## config.mk

```make
export PLATFORM = sky130hd
export DESIGN_NAME = eee_lpi_ctrl
export DESIGN_NICKNAME = d
export VERILOG_FILES = /design/src/rtl/eee_lpi_pkg.sv /design/src/rtl/eee_lpi_link_timer.sv /design/src/rtl/eee_lpi_tx_fsm.sv /design/src/rtl/eee_lpi_evt_flags.sv /design/src/rtl/eee_lpi_ctrl.sv
export SDC_FILE = /design/constraint.sdc
export NUM_CORES = 1
export LEC_CHECK = 0
export BUFFER_PORTS_ARGS = -buffer_cell sky130_fd_sc_hd__buf_2
export CORE_UTILIZATION = 30
export DETAILED_ROUTE_END_ITERATION = 12
export GPL_TIMING_DRIVEN = 1
export PLACE_DENSITY_LB_ADDON = 0.05
export SYNTH_ARGS = -nofsm -noshare
export SYNTH_HDL_FRONTEND = slang
export SYNTH_SLANG_ARGS = --single-unit
```

## constraint.sdc

```tcl
create_clock -name clk -period 2.7 [get_ports clk]
set_input_delay 0.405 -clock clk [delete_from_list [all_inputs] [get_ports clk]]
set_output_delay 0.405 -clock clk [all_outputs]
set_load 0.1 [all_outputs]
```

## src/rtl/eee_lpi_pkg.sv

```systemverilog
// Package: shared state encoding and event-flag positions for the LPI sequencer.
// Assumes: flag positions are software visible and must stay fixed.
package eee_lpi_pkg;
    typedef enum logic [1:0] {
        TXS_ACTIVE = 2'd0,
        TXS_LPI    = 2'd1,
        TXS_WAKE   = 2'd2
    } tx_state_e;

    localparam int EVT_TX_ENTER = 0;
    localparam int EVT_TX_EXIT  = 1;
    localparam int EVT_RX_ENTER = 2;
    localparam int EVT_RX_EXIT  = 3;
    localparam int EVT_N        = 4;
endpackage

```

## src/rtl/eee_lpi_link_timer.sv

```systemverilog
// Module: link-stable qualifier. Counts milliseconds (MS_DIV microsecond ticks
// each) while the link-good bit is high. Both counters reset whenever the bit
// is low. Assumes us_tick is a single-cycle pulse.
module eee_lpi_link_timer #(
    parameter int LS_W   = 11,
    parameter int MS_DIV = 1000
) (
    input  logic            clk,
    input  logic            rst_n,
    input  logic            link_ok,
    input  logic            us_tick,
    input  logic [LS_W-1:0] ls_ms,
    output logic            link_ready
);
    localparam int PRE_W = (MS_DIV > 1) ? $clog2(MS_DIV) : 1;
    localparam logic [PRE_W-1:0] PRE_LAST = PRE_W'(MS_DIV - 1);

    logic [PRE_W-1:0] pre_q;
    logic [LS_W-1:0]  ms_q;
    logic             ms_step;

    // Millisecond boundary: last tick of the prescaler period.
    assign ms_step = us_tick && (pre_q == PRE_LAST);

    // Prescaler: divides microsecond ticks into milliseconds.
    always_ff @(posedge clk) begin
        if (!rst_n || !link_ok)
            pre_q <= '0;
        else if (ms_step)
            pre_q <= '0;
        else if (us_tick)
            pre_q <= pre_q + 1'b1;
    end

    // Millisecond counter: saturates at its maximum value.
    always_ff @(posedge clk) begin
        if (!rst_n || !link_ok)
            ms_q <= '0;
        else if (ms_step && !(&ms_q))
            ms_q <= ms_q + 1'b1;
    end

    // Ready once the link has stayed good for the programmed time.
    assign link_ready = link_ok && (ms_q >= ls_ms);
endmodule

```

## src/rtl/eee_lpi_tx_fsm.sv

```systemverilog
// Module: transmit LPI state machine (active -> lpi -> wake -> active).
// Emits one-cycle entry/exit event strobes that coincide with the state change.
// Assumes: the wake timer counts us_tick pulses.
module eee_lpi_tx_fsm
    import eee_lpi_pkg::*;
#(
    parameter int TW_W = 16
) (
    input  logic            clk,
    input  logic            rst_n,
    input  logic            en,
    input  logic            auto_entry,
    input  logic            tx_idle,
    input  logic            tx_new_data,
    input  logic            link_ready,
    input  logic            us_tick,
    input  logic [TW_W-1:0] tw_us,
    output logic            tx_lpi_req,
    output logic            tx_block,
    output logic            ev_enter,
    output logic            ev_exit
);
    tx_state_e       st_q, st_d;
    logic [TW_W-1:0] wcnt_q;
    logic            entry_ok;

    // Entry rule: enabled, link qualified, no pending data, idle if automatic.
    assign entry_ok = en && link_ready && !tx_new_data && (!auto_entry || tx_idle);

    // Next-state and event decode.
    always_comb begin
        st_d     = st_q;
        ev_enter = 1'b0;
        ev_exit  = 1'b0;
        case (st_q)
            TXS_ACTIVE: if (entry_ok) begin
                st_d     = TXS_LPI;
                ev_enter = 1'b1;
            end
            TXS_LPI: if (!en || tx_new_data) begin
                ev_exit = 1'b1;
                st_d    = (tw_us == '0) ? TXS_ACTIVE : TXS_WAKE;
            end
            TXS_WAKE: if (us_tick && wcnt_q == TW_W'(1))
                st_d = TXS_ACTIVE;
            default: st_d = TXS_ACTIVE;
        endcase
    end

    // State register.
    always_ff @(posedge clk) begin
        if (!rst_n) st_q <= TXS_ACTIVE;
        else        st_q <= st_d;
    end

    // Wake countdown: loaded on exit, decremented per tick while waking.
    always_ff @(posedge clk) begin
        if (!rst_n)
            wcnt_q <= '0;
        else if (ev_exit)
            wcnt_q <= tw_us;
        else if (st_q == TXS_WAKE && us_tick && wcnt_q != '0)
            wcnt_q <= wcnt_q - 1'b1;
    end

    assign tx_lpi_req = (st_q == TXS_LPI);
    assign tx_block   = (st_q != TXS_ACTIVE);
endmodule

```

## src/rtl/eee_lpi_evt_flags.sv

```systemverilog
// Module: sticky event flags with clear-on-read and a maskable interrupt.
// Detects receive LPI edges itself. An event in the read cycle survives the clear.
module eee_lpi_evt_flags
    import eee_lpi_pkg::*;
(
    input  logic             clk,
    input  logic             rst_n,
    input  logic             tx_enter,
    input  logic             tx_exit,
    input  logic             rx_lpi,
    input  logic             rd_clr,
    input  logic             irq_mask,
    output logic [EVT_N-1:0] flags,
    output logic             irq
);
    logic             rx_q;
    logic [EVT_N-1:0] evt;
    logic [EVT_N-1:0] flags_q;

    // Receive level history for edge detection.
    always_ff @(posedge clk) begin
        if (!rst_n) rx_q <= 1'b0;
        else        rx_q <= rx_lpi;
    end

    // Gather this cycle's events into their flag positions.
    always_comb begin
        evt               = '0;
        evt[EVT_TX_ENTER] = tx_enter;
        evt[EVT_TX_EXIT]  = tx_exit;
        evt[EVT_RX_ENTER] = rx_lpi && !rx_q;
        evt[EVT_RX_EXIT]  = !rx_lpi && rx_q;
    end

    // Sticky flags: a read clears them, new events set them.
    always_ff @(posedge clk) begin
        if (!rst_n) flags_q <= '0;
        else        flags_q <= (rd_clr ? '0 : flags_q) | evt;
    end

    assign flags = flags_q;
    assign irq   = (|flags_q) && !irq_mask;
endmodule

```

## src/rtl/eee_lpi_ctrl.sv

```systemverilog
// Module: top of the transmit low-power-idle sequencer. Unpacks the timer word
// ({link-stable ms, wake us}) and wires the link timer, the transmit state machine
// and the event flags. Assumes all inputs are synchronous to clk.
module eee_lpi_ctrl
    import eee_lpi_pkg::*;
#(
    parameter int LS_W   = 11,
    parameter int TW_W   = 16,
    parameter int MS_DIV = 1000
) (
    input  logic                 clk,
    input  logic                 rst_n,
    input  logic                 lpi_en,
    input  logic                 lpi_auto,
    input  logic                 phy_link_ok,
    input  logic                 irq_mask,
    input  logic [LS_W+TW_W-1:0] tmr_word,
    input  logic                 us_tick,
    input  logic                 tx_idle,
    input  logic                 tx_new_data,
    input  logic                 rx_lpi,
    input  logic                 stat_rd,
    output logic                 tx_lpi_req,
    output logic                 tx_block,
    output logic                 lpi_irq,
    output logic [EVT_N-1:0]     stat_flags
);
    logic [LS_W-1:0] ls_ms;
    logic [TW_W-1:0] tw_us;
    logic            link_ready;
    logic            ev_enter, ev_exit;

    // Timer word fields: wake time low, link-stable time high.
    assign tw_us = tmr_word[TW_W-1:0];
    assign ls_ms = tmr_word[LS_W+TW_W-1:TW_W];

    eee_lpi_link_timer #(.LS_W(LS_W), .MS_DIV(MS_DIV)) u_link (
        .clk        (clk),
        .rst_n      (rst_n),
        .link_ok    (phy_link_ok),
        .us_tick    (us_tick),
        .ls_ms      (ls_ms),
        .link_ready (link_ready)
    );

    eee_lpi_tx_fsm #(.TW_W(TW_W)) u_fsm (
        .clk         (clk),
        .rst_n       (rst_n),
        .en          (lpi_en),
        .auto_entry  (lpi_auto),
        .tx_idle     (tx_idle),
        .tx_new_data (tx_new_data),
        .link_ready  (link_ready),
        .us_tick     (us_tick),
        .tw_us       (tw_us),
        .tx_lpi_req  (tx_lpi_req),
        .tx_block    (tx_block),
        .ev_enter    (ev_enter),
        .ev_exit     (ev_exit)
    );

    eee_lpi_evt_flags u_flags (
        .clk      (clk),
        .rst_n    (rst_n),
        .tx_enter (ev_enter),
        .tx_exit  (ev_exit),
        .rx_lpi   (rx_lpi),
        .rd_clr   (stat_rd),
        .irq_mask (irq_mask),
        .flags    (stat_flags),
        .irq      (lpi_irq)
    );
endmodule

```

==> flow_metrics.env, run 1 <==
export IMPL_status="finished, final reports clean"
export IMPL_fp_dieArea_sq_mm=0.00861
export IMPL_hold_ws_ps=355
export IMPL_place_congestion=0.829
export IMPL_wl_met2_mm=2.52
export IMPL_setup_worst_path_start="u_fsm.wcnt_q[2]$_SDFFE_PN0P_"
export IMPL_crit_reg2reg_launch="u_fsm.wcnt_q[2]$_SDFFE_PN0P_"
export IMPL_timing_max_transition_violations_final=0
export IMPL_detail_route_wirelength_met1_mm=3.27
export IMPL_cts_tree="built"
export IMPL_layout_core_utilization_pct=37.8
export IMPL_worstPathRequired_ps=2930
export IMPL_criticalPathCategory="flop to flop"
export IMPL_synth_yosys_warnings=0
export IMPL_start_util_pct=31.5
export IMPL_r2r_end="u_fsm.wcnt_q[8]$_SDFFE_PN0P_"
export IMPL_io_pins=45
export IMPL_route_detailed_wl_per_inst_microns=13.4
export IMPL_synth_top_flop_cell="sky130_fd_sc_hd__dfxtp_1"
export IMPL_gr_usage_all_layers_pct=15.3
export IMPL_io_buffer_count=44
export IMPL_setup_violations_final=0
export IMPL_most_common_layout_cells="sky130_fd_sc_hd__buf_2, sky130_fd_sc_hd__dfxtp_1, sky130_fd_sc_hd__nor2_1"
export IMPL_setup_repair_after_global_routing_missed_its_margin="no"
export IMPL_number_of_synthesized_flops_with_an_enable_pin=0
export IMPL_synth_cell_area_sq_mm=0.00247
export IMPL_area_growth_synth_to_final_pct=19.8
export IMPL_final_layout_size_suffix_gt1_share_pct=19.7
export IMPL_fp_dieH_microns=92.8
export IMPL_synth_seq_cells=44
export IMPL_p_per_area_mw_per_mm2=425
export IMPL_cts_htree_levels=2
export IMPL_detail_route_vias_per_cell=5.03
export IMPL_crit_path_end="u_fsm.wcnt_q[8]$_SDFFE_PN0P_"
export IMPL_synth_cell_types=51
export IMPL_finalWorstSetupSlack_ps=458
export IMPL_detailedPlacementHpwl_mm=4.56
export IMPL_number_of_resized_instances_in_the_post_cts_repair_step=0
export IMPL_cts_buffers=5
export IMPL_finalClockSkew_ps=6.41
export IMPL_layout_worst_path_cycle_share_pct=83.0
export IMPL_worst_ep_arrival_time_ps=2470
export IMPL_power_ir_vdd_worst_mv=0.158
export IMPL_clock_tree_root_cell="sky130_fd_sc_hd__clkbuf_8"
export IMPL_antennaDiodeCount=0
export IMPL_route_final_wire_length_mm=6.12
export IMPL_number_of_global_route_vias_before_repair=2206
export IMPL_fp_row_count=32
export IMPL_grt_first_pass_wirelength_mm=10.6
export IMPL_syn_instance_count=303
export IMPL_die_width_microns=92.8
export IMPL_crit_path_end_kind="flop"
export IMPL_gr_total_overflow=0
export IMPL_cellLeakagePower_nw=1.19
export IMPL_crit_fanout=6
export IMPL_routed_top_layer="met4"
export IMPL_minimum_setup_slack_among_reg_to_reg_paths_ps=460
export IMPL_worstSkewPairLatency_ps=300
export IMPL_worstRegToRegCells=5
export IMPL_slew_headroom_pct=48.1
export IMPL_antenna_violations_before_repair=0
export IMPL_drt_iter0_markers=88
export IMPL_final_hold_violation_count=0
export IMPL_ant_nets=0
export IMPL_design_final_nets=408
export IMPL_totalNegativeSetupSlack_ps=0
export IMPL_final_min_clock_period_ps=2240
export IMPL_finish_cell_count_without_fillers=458
export IMPL_maxCapViolCount=0
export IMPL_via_count=2302
export IMPL_placement_stage_worst_setup_slack_ps=465
export IMPL_total_met3_wirelength_after_detailed_routing_microns=248
export IMPL_count_of_buffers_added_by_post_cts_timing_repair_for_setup=0
export IMPL_worstMarginPinSlew_ps=778
export IMPL_ys_async_sr_fraction_pct=0
export IMPL_synth_seq_area_share_pct=35.6
export IMPL_max_clock_path_buffers=2
export IMPL_max_freq_mhz=446
export IMPL_hp_class="input port to flop"
export IMPL_setup_worst_path_start_class="flop"
export IMPL_grt_start_max_net_pins=20
export IMPL_synthesis_area_per_instance_sq_um=8.16
export IMPL_drcViolationCount=0
export IMPL_cts_sinks=44
export IMPL_core_sq_mm=0.00785
export IMPL_cts_hold_buffers=0
export IMPL_first_pass_iters=4
export IMPL_numPlacedInstances=450
export IMPL_worst_setup_hold_path_clk_slew_ps=80
export IMPL_postSynthNetCount=356
-- worst min path at each step --
stage	to	cells past startpoint	slack, ps	startpoint
after detailed placement	u_flags.flags[1]$_SDFF_PN0_	2	470	u_flags.flags[1]$_SDFF_PN0_
after global routing	u_flags.rx_q$_SDFF_PN0_	3	380	rx_lpi
final	u_flags.rx_q$_SDFF_PN0_	3	350	rx_lpi
after global placement	u_flags.flags[1]$_SDFF_PN0_	2	480	u_flags.flags[1]$_SDFF_PN0_
after floorplan	u_link.ms_q[10]$_SDFFE_PP0P_	2	460	u_link.ms_q[10]$_SDFFE_PP0P_
after CTS	u_flags.rx_q$_SDFF_PN0_	3	340	rx_lpi
-- registers in the layout (all words and copies together), names as in the netlist --
name,flops
u_flags.flags,4
u_link.pre_q,10
u_fsm.wcnt_q,16
u_fsm.st_q,2
u_link.ms_q,11
u_flags.rx_q,1
-- metrics by stage --
step | power [mW] | area [sq um]
after floorplan | 0.722 | 2480
after global placement | 0.766 | 2860
after detailed placement | 0.766 | 2860
after CTS | 1.28 | 2960
after global routing | 1.32 | 2960
final | 1.26 | 2960
-- Yosys cell counts (all sizes together) (5+ instances only) --
master,n,area share (%)
o211ai,5,1.5
nand2,29,4.4
or3,8,2.5
nor2,33,5.0
clkbuf,6,0.91
inv,19,2.9
nand4,6,1.5
a31oi,9,2.3
nand3,12,2.4
o21ai,10,2.0
ha,15,7.6
a21oi,12,2.4
a211oi,7,2.1
dfxtp,44,36
nor3,15,3.2
xnor2,12,4.3
nor4,9,2.3
xor2,7,2.5
-- cell type report --
type                    instances  area, sq um
flip-flops and latches         44          881
fillers                       867         4880
well taps                     102          128
inverters                      19         71.3
repair buffers                 51          273
clock inverters                 2         35.0
clock buffers                   6         72.6
multi-input cells             234         1500
-- critical path, stage by stage, from the launching register on --
cell,delay (ps)
sky130_fd_sc_hd__dfxtp_1,360
sky130_fd_sc_hd__or4_4,570
sky130_fd_sc_hd__or3_4,350
sky130_fd_sc_hd__a211oi_1,390
sky130_fd_sc_hd__mux2_2,380
sky130_fd_sc_hd__a21oi_1,130
-- cell families after synthesis --
logic type      share of synthesized area, %
compound gates                          16.1
buf+inv                                 3.80
mux                                     1.32
simple gates                            28.8
flops                                   35.6
xor+xnor                                6.73
fa+ha+maj                               7.59
-- power by group --
| part | internal [mW] | switching, mW |
|---|---|---|
| clock network | 0.275 | 0.236 |
| registers | 0.652 | 0.00244 |
| logic | 0.0353 | 0.0597 |
-- routing by layer --
layer  global-route usage (%)  up-vias
li1                         -     1208
met1                     21.7     1043
met2                     23.7       44
met3                     2.87        7
met4                     3.97        0
met5                        0        -
(Power assumes the default switching activity.)
==> run 2: changes to the inputs <==
--- a/config.mk
+++ b/config.mk
@@ -5,6 +5,7 @@
 export SDC_FILE = /design/constraint.sdc
 export NUM_CORES = 1
 export LEC_CHECK = 0
+export ABC_AREA = 1
 export BUFFER_PORTS_ARGS = -buffer_cell sky130_fd_sc_hd__buf_2
 export CORE_UTILIZATION = 30
 export DETAILED_ROUTE_END_ITERATION = 12
==> constraint.sdc (replaced) <==
create_clock -name clk -period 2.3 [get_ports clk]
set_input_delay 0.345 -clock clk [delete_from_list [all_inputs] [get_ports clk]]
set_output_delay 0.345 -clock clk [all_outputs]
set_load 0.1 [all_outputs]
==> run 2 against run 1 <==
  * Register-to-register slack gained 210 ps
  * Hold slack lost 98 ps
  * Sequential cell count is the same
  * Sequential power grew 17%
  * Non-clock buffer count shrank 4
  * Power grew 19%
  * Cell count grew 40%
  * Core utilization shrank 1.1 points
  * Clock skew grew 1.4 ps
  * Routed wire length grew 17%
  * Via count grew 25%
  * Combinational power grew 23%
  * Critical path type is now flop to primary output
  * Highest routed layer unchanged
==> flow_metrics.env, run 2 <==
export IMPL_area_growth_synth_to_final_pct=16.1
export IMPL_synth_seq_cells=44
export IMPL_detail_route_wirelength_met1_mm=3.41
export IMPL_antenna_violations_before_repair=0
export IMPL_worstSkewPairLatency_ps=300
export IMPL_worstPathRequired_ps=1960
export IMPL_core_sq_mm=0.00942
export IMPL_worst_setup_hold_path_clk_slew_ps=90
export IMPL_synthSimpleGateAreaFrac_pct=42.7
export IMPL_synth_top_family_by_area="simple AND/OR/NAND/NOR gates"
export IMPL_crit_fanout=3
export IMPL_multiInputGateArea_sq_mm=0.00181
export IMPL_synth_largest_area_cell="sky130_fd_sc_hd__dfxtp_1"
export IMPL_place_congestion=0.832
export IMPL_layout_worst_path_cycle_share_pct=72.9
export IMPL_synth_cell_area_sq_mm=0.00297
export IMPL_postPlaceCellArea_sq_mm=0.00334
export IMPL_synth_compound_gate_area_share_pct=7.96
export IMPL_drt_iter0_markers=69
export IMPL_synth_top_cell_area_share_pct=29.7
export IMPL_placement_stage_worst_setup_slack_ps=628
export IMPL_finalWorstSetupSlack_ps=624
export IMPL_io_pins=45
export IMPL_most_common_layout_cells="sky130_fd_sc_hd__nand2_1, sky130_fd_sc_hd__nor2_1, sky130_fd_sc_hd__inv_1"
export IMPL_io_buffer_count=44
export IMPL_criticalPathCategory="flop to primary output"
export IMPL_die_width_microns=102
export IMPL_detailedPlacementHpwl_mm=5.70
export IMPL_largest_register_ffs=16
export IMPL_gr_usage_all_layers_pct=15.4
export IMPL_number_of_synthesized_flops_with_an_enable_pin=0
export IMPL_post_synth_mux_area_share_pct=0
export IMPL_start_util_pct=31.5
export IMPL_cts_hold_buffers=0
export IMPL_final_min_clock_period_ps=1680
export IMPL_route_final_wire_length_mm=7.16
export IMPL_via_count=2876
export IMPL_ys_async_sr_fraction_pct=0
export IMPL_count_of_buffers_added_by_post_cts_timing_repair_for_setup=0
export IMPL_fp_dieH_microns=102
export IMPL_xor_xnor_portion_of_the_synthesized_cell_area_pct=3.83
export IMPL_hp_class="input port to flop"
export IMPL_clock_tree_root_cell="sky130_fd_sc_hd__clkbuf_8"
export IMPL_totalNegativeSetupSlack_ps=0
export IMPL_cts_buffers=5
export IMPL_postSynthNetCount=519
export IMPL_fp_dieArea_sq_mm=0.0103
export IMPL_layout_commonest_cell="sky130_fd_sc_hd__nand2_1"
export IMPL_yosys_area_share_adder_pct=6.32
export IMPL_yosys_top_cells_count="sky130_fd_sc_hd__nand2_1, sky130_fd_sc_hd__nor2_1, sky130_fd_sc_hd__inv_1, sky130_fd_sc_hd__dfxtp_1, sky130_fd_sc_hd__nand3_1"
export IMPL_num_fill_cells=1063
export IMPL_final_layout_size_suffix_gt1_share_pct=15.6
export IMPL_ant_nets=0
export IMPL_fp_row_count=35
export IMPL_first_pass_iters=4
export IMPL_slew_headroom_pct=66.0
export IMPL_final_hold_violation_count=0
export IMPL_detail_route_vias_per_cell=4.47
export IMPL_crit_path_end_kind="primary output"
export IMPL_crit_path_max_incr_delay_ps=470
export IMPL_seq_area_sq_um=881
export IMPL_layout_top_registers="u_fsm.wcnt_q: 16 flops, u_link.ms_q: 11 flops, u_link.pre_q: 10 flops"
export IMPL_postLayoutCellArea_sq_mm=0.00345
export IMPL_crit_family="buffers and inverters"
export IMPL_synthesis_area_per_instance_sq_um=6.37
export IMPL_grt_first_pass_wirelength_mm=12.6
export IMPL_total_met3_wirelength_after_detailed_routing_microns=173
export IMPL_hold_ws_ps=257
export IMPL_cts_htree_levels=2
export IMPL_critPathSlowestCell="sky130_fd_sc_hd__buf_2"
export IMPL_regMostFlops="u_fsm.wcnt_q"
export IMPL_max_clock_path_buffers=2
export IMPL_gr_total_overflow=0
export IMPL_synthMostInstantiatedCell="sky130_fd_sc_hd__nand2_1"
export IMPL_setup_worst_path_start_class="flop"
export IMPL_worst_ep_arrival_time_ps=1330
export IMPL_syn_instance_count=466
export IMPL_worstMarginPinSlew_ps=514
export IMPL_routed_top_layer="met4"
export IMPL_drcViolationCount=0
export IMPL_route_detailed_wl_per_inst_microns=11.1
export IMPL_setup_repair_after_global_routing_missed_its_margin="no"
export IMPL_status="finished, final reports clean"
export IMPL_yosys_top_cells_area="sky130_fd_sc_hd__dfxtp_1, sky130_fd_sc_hd__nand2_1, sky130_fd_sc_hd__nor2_1"
export IMPL_path_cells="inv_1 > nor2_2 > buf_2"
export IMPL_synth_yosys_warnings=0
export IMPL_synth_top_flop_cell="sky130_fd_sc_hd__dfxtp_1"
export IMPL_setup_violations_final=0
export IMPL_antennaDiodeCount=0
export IMPL_cts_sinks=44
export IMPL_maxCapViolCount=0
export IMPL_wl_met2_mm=3.47
export IMPL_synth_seq_area_share_pct=29.7
export IMPL_timing_max_transition_violations_final=0
export IMPL_number_of_global_route_vias_before_repair=2841
export IMPL_power_ir_vdd_worst_mv=0.200
export IMPL_finalClockSkew_ps=7.80
export IMPL_cellLeakagePower_nw=1.66
export IMPL_grt_start_max_net_pins=20
export IMPL_max_freq_mhz=597
export IMPL_design_final_nets=566
export IMPL_crit_buf_inv=2
export IMPL_cts_tree="built"
export IMPL_synth_cell_types=34
export IMPL_p_per_area_mw_per_mm2=436
export IMPL_number_of_resized_instances_in_the_post_cts_repair_step=0
## run 2: changes by cell type after synthesis, moves of 5 or more
cell	change
sky130_fd_sc_hd__xnor2_1	-10
sky130_fd_sc_hd__a21oi_1	+18
sky130_fd_sc_hd__a31oi_1	-8
sky130_fd_sc_hd__nor4_1	-7
sky130_fd_sc_hd__nand3_1	+25
sky130_fd_sc_hd__nand2_1	+103
sky130_fd_sc_hd__clkbuf_1	-6
sky130_fd_sc_hd__a211oi_1	-7
sky130_fd_sc_hd__or3_1	-5
sky130_fd_sc_hd__inv_1	+39
sky130_fd_sc_hd__nor2_1	+34
## run 2: through the flow
stage / utilization, % / total power [mW] / cells
floorplan: - / 0.852 / 466
global placement: 35.4 / 0.904 / 635
detailed placement: 35.4 / 0.905 / 635
CTS: 36.6 / 1.53 / 643
global route: 36.6 / 1.58 / 643
finish: 36.6 / 1.50 / 643
## run 2: where the power goes
part           total [mW]  leakage (nW)  switching, mW  internal (mW)
clock               0.619        0.0541          0.297          0.322
combinational       0.117          1.25         0.0749         0.0419
sequential          0.768         0.355        0.00258          0.765
total                1.50          1.66          0.375           1.13
## run 2: layout make-up
cell class              instances  area share (%)
clock buffers                   5            2.00
inverters                      64            6.97
repair buffers                 47            7.04
multi-input cells             351            52.5
flip-flops and latches         44            25.5
clock inverters                 3            1.23
well taps                     129            4.68
## run 2: worst register-to-register path: cells and delay by family (launching register included)
kind	cells	cell delay (ps)
adders and majority gates	1	260
buffers and inverters	1	60
DFF	1	400
and+or+nand+nor	4	800
## run 2: kinds of logic (layout without fill, tap and decap cells)
logic type / after synthesis / after routing
AO/OA/AOI/OAI: 45 / 45
XOR/XNOR: 13 / 13
adder cells (fa/ha/maj): 15 / 15
buffers and inverters: 71 / 119
flip-flops: 44 / 44
AND/OR/NAND/NOR: 278 / 278
## run 2: worst paths after layout
check / startpoint / end / slack, ps / cells after the start
hold / removal: stat_rd / u_flags.flags[2]$_SDFF_PN0_ / 260 / 2
setup reg to reg: u_link.pre_q[0]$_SDFFE_PP0P_ / u_link.pre_q[7]$_SDFFE_PP0P_ / 670 / 6
hold reg to reg: u_flags.rx_q$_SDFF_PN0_ / u_flags.flags[2]$_SDFF_PN0_ / 450 / 1
setup / recovery: u_fsm.st_q[0]$_SDFFE_PN0P_ / tx_lpi_req / 620 / 3
## run 2: metal layers
layer / GRT usage (%) / vias up
li1: - / 1564
met1: 18.3 / 1269
met3: 2.35 / 9
met5: 0 / -
met2: 28.6 / 34
met4: 4.24 / 0
==> run 3: changes to the inputs <==
==> constraint.sdc (replaced) <==
create_clock -name clk -period 1.6 [get_ports clk]
set_input_delay 0.24 -clock clk [delete_from_list [all_inputs] [get_ports clk]]
set_output_delay 0.24 -clock clk [all_outputs]
set_load 0.1 [all_outputs]
==> run 3 against run 2 <==
  * Critical path depth stayed put
  * Core utilization grew 3.6 points
  * Register-to-register slack got worse by 550 ps
  * Via count rose by 3.2%
  * Sequential power rose by 43%
  * Hold slack got worse by 120 ps
  * Design area up 9.9%
  * Clock power increased by 13%
  * Power increased by 32%
  * Non-clock buffer count up 27
  * Largest cell class unchanged
  * Highest routed layer unchanged
==> flow_metrics.env, run 3 (synthesis results as in run 2) <==
export IMPL_worstRegToRegCells=9
export IMPL_power_ir_vdd_worst_mv=0.266
export IMPL_critPathSlowestCell="sky130_fd_sc_hd__buf_2"
export IMPL_fp_dieH_microns=102
export IMPL_cts_tree="built"
export IMPL_finalClockSkew_ps=6.02
export IMPL_whs_path_depth=2
export IMPL_antenna_violations_before_repair=0
export IMPL_setup_worst_path_start_class="flop"
export IMPL_clkPwrFrac_pct=35.3
export IMPL_worst_ep_arrival_time_ps=1300
export IMPL_via_count=2968
export IMPL_timing_max_transition_violations_final=0
export IMPL_grt_start_max_net_pins=18
export IMPL_crit_reg2reg_launch="u_fsm.wcnt_q[1]$_SDFFE_PN0P_"
export IMPL_setup_violations_final=0
export IMPL_sequentialPowerShare_pct=55.4
export IMPL_path_cells="inv_2 > nor2_4 > buf_2"
export IMPL_logic_depth_of_the_worst_setup_path_including_buffers=3
export IMPL_minimum_setup_slack_among_reg_to_reg_paths_ps=120
export IMPL_place_congestion=0.789
export IMPL_regMostFlops="u_fsm.wcnt_q"
export IMPL_final_min_clock_period_ps=1540
export IMPL_placement_stage_worst_setup_slack_ps=-14.8
export IMPL_number_of_global_route_vias_before_repair=2835
export IMPL_total_met3_wirelength_after_detailed_routing_microns=198
export IMPL_worstPathRequired_ps=1360
export IMPL_worstMarginPinSlew_ps=501
export IMPL_r2r_end="u_fsm.wcnt_q[4]$_SDFFE_PN0P_"
export IMPL_crit_path_end_kind="primary output"
export IMPL_clock_tree_root_cell="sky130_fd_sc_hd__clkbuf_8"
export IMPL_max_clock_path_buffers=2
export IMPL_p_per_area_mw_per_mm2=523
export IMPL_finalWorstSetupSlack_ps=62.5
export IMPL_ant_nets=0
export IMPL_grt_first_pass_wirelength_mm=13.0
export IMPL_layout_worst_path_cycle_share_pct=96.1
export IMPL_io_pins=45
export IMPL_core_sq_mm=0.00942
export IMPL_sw_share_pct=25.8
export IMPL_gr_usage_all_layers_pct=16.1
export IMPL_cts_hold_buffers=0
export IMPL_totalNegativeSetupSlack_ps=0
export IMPL_hp_class="input port to flop"
export IMPL_final_hold_violation_count=0
export IMPL_drcViolationCount=0
export IMPL_status="finished, final reports clean"
export IMPL_worstSkewPairLatency_ps=300
export IMPL_max_freq_mhz=650
export IMPL_area_growth_synth_to_final_pct=27.6
export IMPL_setup_worst_path_start="u_fsm.st_q[0]$_SDFFE_PN0P_"
export IMPL_start_util_pct=31.5
export IMPL_worst_setup_hold_path_clk_slew_ps=90
export IMPL_final_layout_size_suffix_gt1_share_pct=26.6
export IMPL_wl_met2_mm=3.78
export IMPL_fp_dieArea_sq_mm=0.0103
export IMPL_cts_htree_levels=2
export IMPL_postLayoutCellArea_sq_mm=0.00379
export IMPL_crit_fanout=3
export IMPL_p_int_mw=1.47
export IMPL_route_detailed_wl_per_inst_microns=11.4
export IMPL_layout_top_registers="u_fsm.wcnt_q: 16 flops, u_link.ms_q: 11 flops, u_link.pre_q: 10 flops"
export IMPL_multiInputGateArea_sq_mm=0.00194
export IMPL_antennaDiodeCount=0
export IMPL_cellLeakagePower_nw=1.81
export IMPL_postPlaceCellArea_sq_mm=0.00355
export IMPL_seq_area_sq_um=906
export IMPL_slew_headroom_pct=66.3
export IMPL_detail_route_vias_per_cell=4.43
export IMPL_largest_register_ffs=16
export IMPL_crit_buf_inv=2
export IMPL_detail_route_wirelength_met1_mm=3.59
export IMPL_num_fill_cells=1030
export IMPL_cts_sinks=44
export IMPL_crit_path_max_incr_delay_ps=450
export IMPL_crit_family="buffers and inverters"
export IMPL_most_common_layout_cells="sky130_fd_sc_hd__nand2_1, sky130_fd_sc_hd__nor2_1, sky130_fd_sc_hd__inv_1"
export IMPL_detailedPlacementHpwl_mm=6.07
export IMPL_setup_repair_after_global_routing_missed_its_margin="yes"
export IMPL_drt_iter0_markers=41
export IMPL_die_width_microns=102
export IMPL_design_final_nets=593
export IMPL_io_buffer_count=44
export IMPL_routed_top_layer="met4"
export IMPL_route_final_wire_length_mm=7.63
export IMPL_maxCapViolCount=0
export IMPL_gr_total_overflow=0
export IMPL_crit_path_end="tx_lpi_req"
export IMPL_layout_commonest_cell="sky130_fd_sc_hd__nand2_1"
export IMPL_fp_row_count=35
export IMPL_criticalPathCategory="flop to primary output"
export IMPL_first_pass_iters=4
export IMPL_power_share_combinational_pct=9.3
export IMPL_power_net_switching_mw=0.511
export IMPL_cts_buffers=5
[run 3: changes by cell type in the layout (fill, tap and decap cells not counted), sizes merged]
cell and delta:
inv +1, clkinvlp -1, bufinv -1, clkinv -1, buf +26, clkbuf +3
[run 3: worst min-delay path by stage]
| stage | from | end | slack (ps) |
|---|---|---|---|
| 5_1_grt | stat_rd | u_flags.flags[2]$_SDFF_PN0_ | 130 |
| 4_1_cts | stat_rd | u_flags.flags[2]$_SDFF_PN0_ | 130 |
| 3_5_place_dp | u_flags.rx_q$_SDFF_PN0_ | u_flags.flags[2]$_SDFF_PN0_ | 440 |
| 3_3_place_gp | u_flags.rx_q$_SDFF_PN0_ | u_flags.flags[2]$_SDFF_PN0_ | 430 |
| 6_report | stat_rd | u_flags.flags[2]$_SDFF_PN0_ | 140 |
| 2_1_floorplan | stat_rd | u_flags.flags[2]$_SDFF_PN0_ | 350 |
[run 3: cell type report]
type / instances / share of cell area, %
well taps: 129 / 4.26
clock buffers: 7 / 2.01
repair buffers: 74 / 11.9
clock inverters: 1 / 0.132
multi-input cells: 351 / 51.3
flip-flops and latches: 44 / 23.9
inverters: 64 / 6.47
[run 3: through the flow]
step	power, mW	utilization (%)	cells	hold slack [ps]
2_1_floorplan	1.22	-	466	349
3_3_place_gp	1.30	37.7	659	429
3_5_place_dp	1.31	37.7	659	439
4_1_cts	2.02	38.7	667	128
5_1_grt	2.09	40.3	670	128
6_report	1.98	40.3	670	138
[run 3: repair_timing]
action / 4_1_cts / 5_1_grt
pin swaps: 0 / 20
endpoints found under the setup margin: 2 / 24
resized for setup: 2 / 39
setup buffers: 0 / 3
endpoints found under the hold margin: 0 / 0
[run 3: worst register-to-register path, stage by stage, from the launching register on]
cell and delay [ps]:
sky130_fd_sc_hd__dfxtp_1 310, sky130_fd_sc_hd__inv_1 120, sky130_fd_sc_hd__ha_4 170, sky130_fd_sc_hd__nand2_4 90, sky130_fd_sc_hd__nor2_8 160, sky130_fd_sc_hd__nand2_4 80
sky130_fd_sc_hd__nand2_8 130, sky130_fd_sc_hd__nand2_4 90, sky130_fd_sc_hd__o21ai_0 170, sky130_fd_sc_hd__nor2_1 50
[run 3: power groups by stage]
stage	Clock [mW]	Sequential, mW	Combinational [mW]
floorplan	0	1.15	0.0771
global placement	0	1.12	0.180
detailed placement	0	1.12	0.181
CTS	0.744	1.10	0.182
global route	0.781	1.10	0.209
finish	0.700	1.10	0.185
[run 3: layer usage]
metal	vias up	track usage, %
li1	1618	-
met3	5	2.35
met2	35	29.2
met5	-	0
met1	1310	19.6
met4	0	4.35
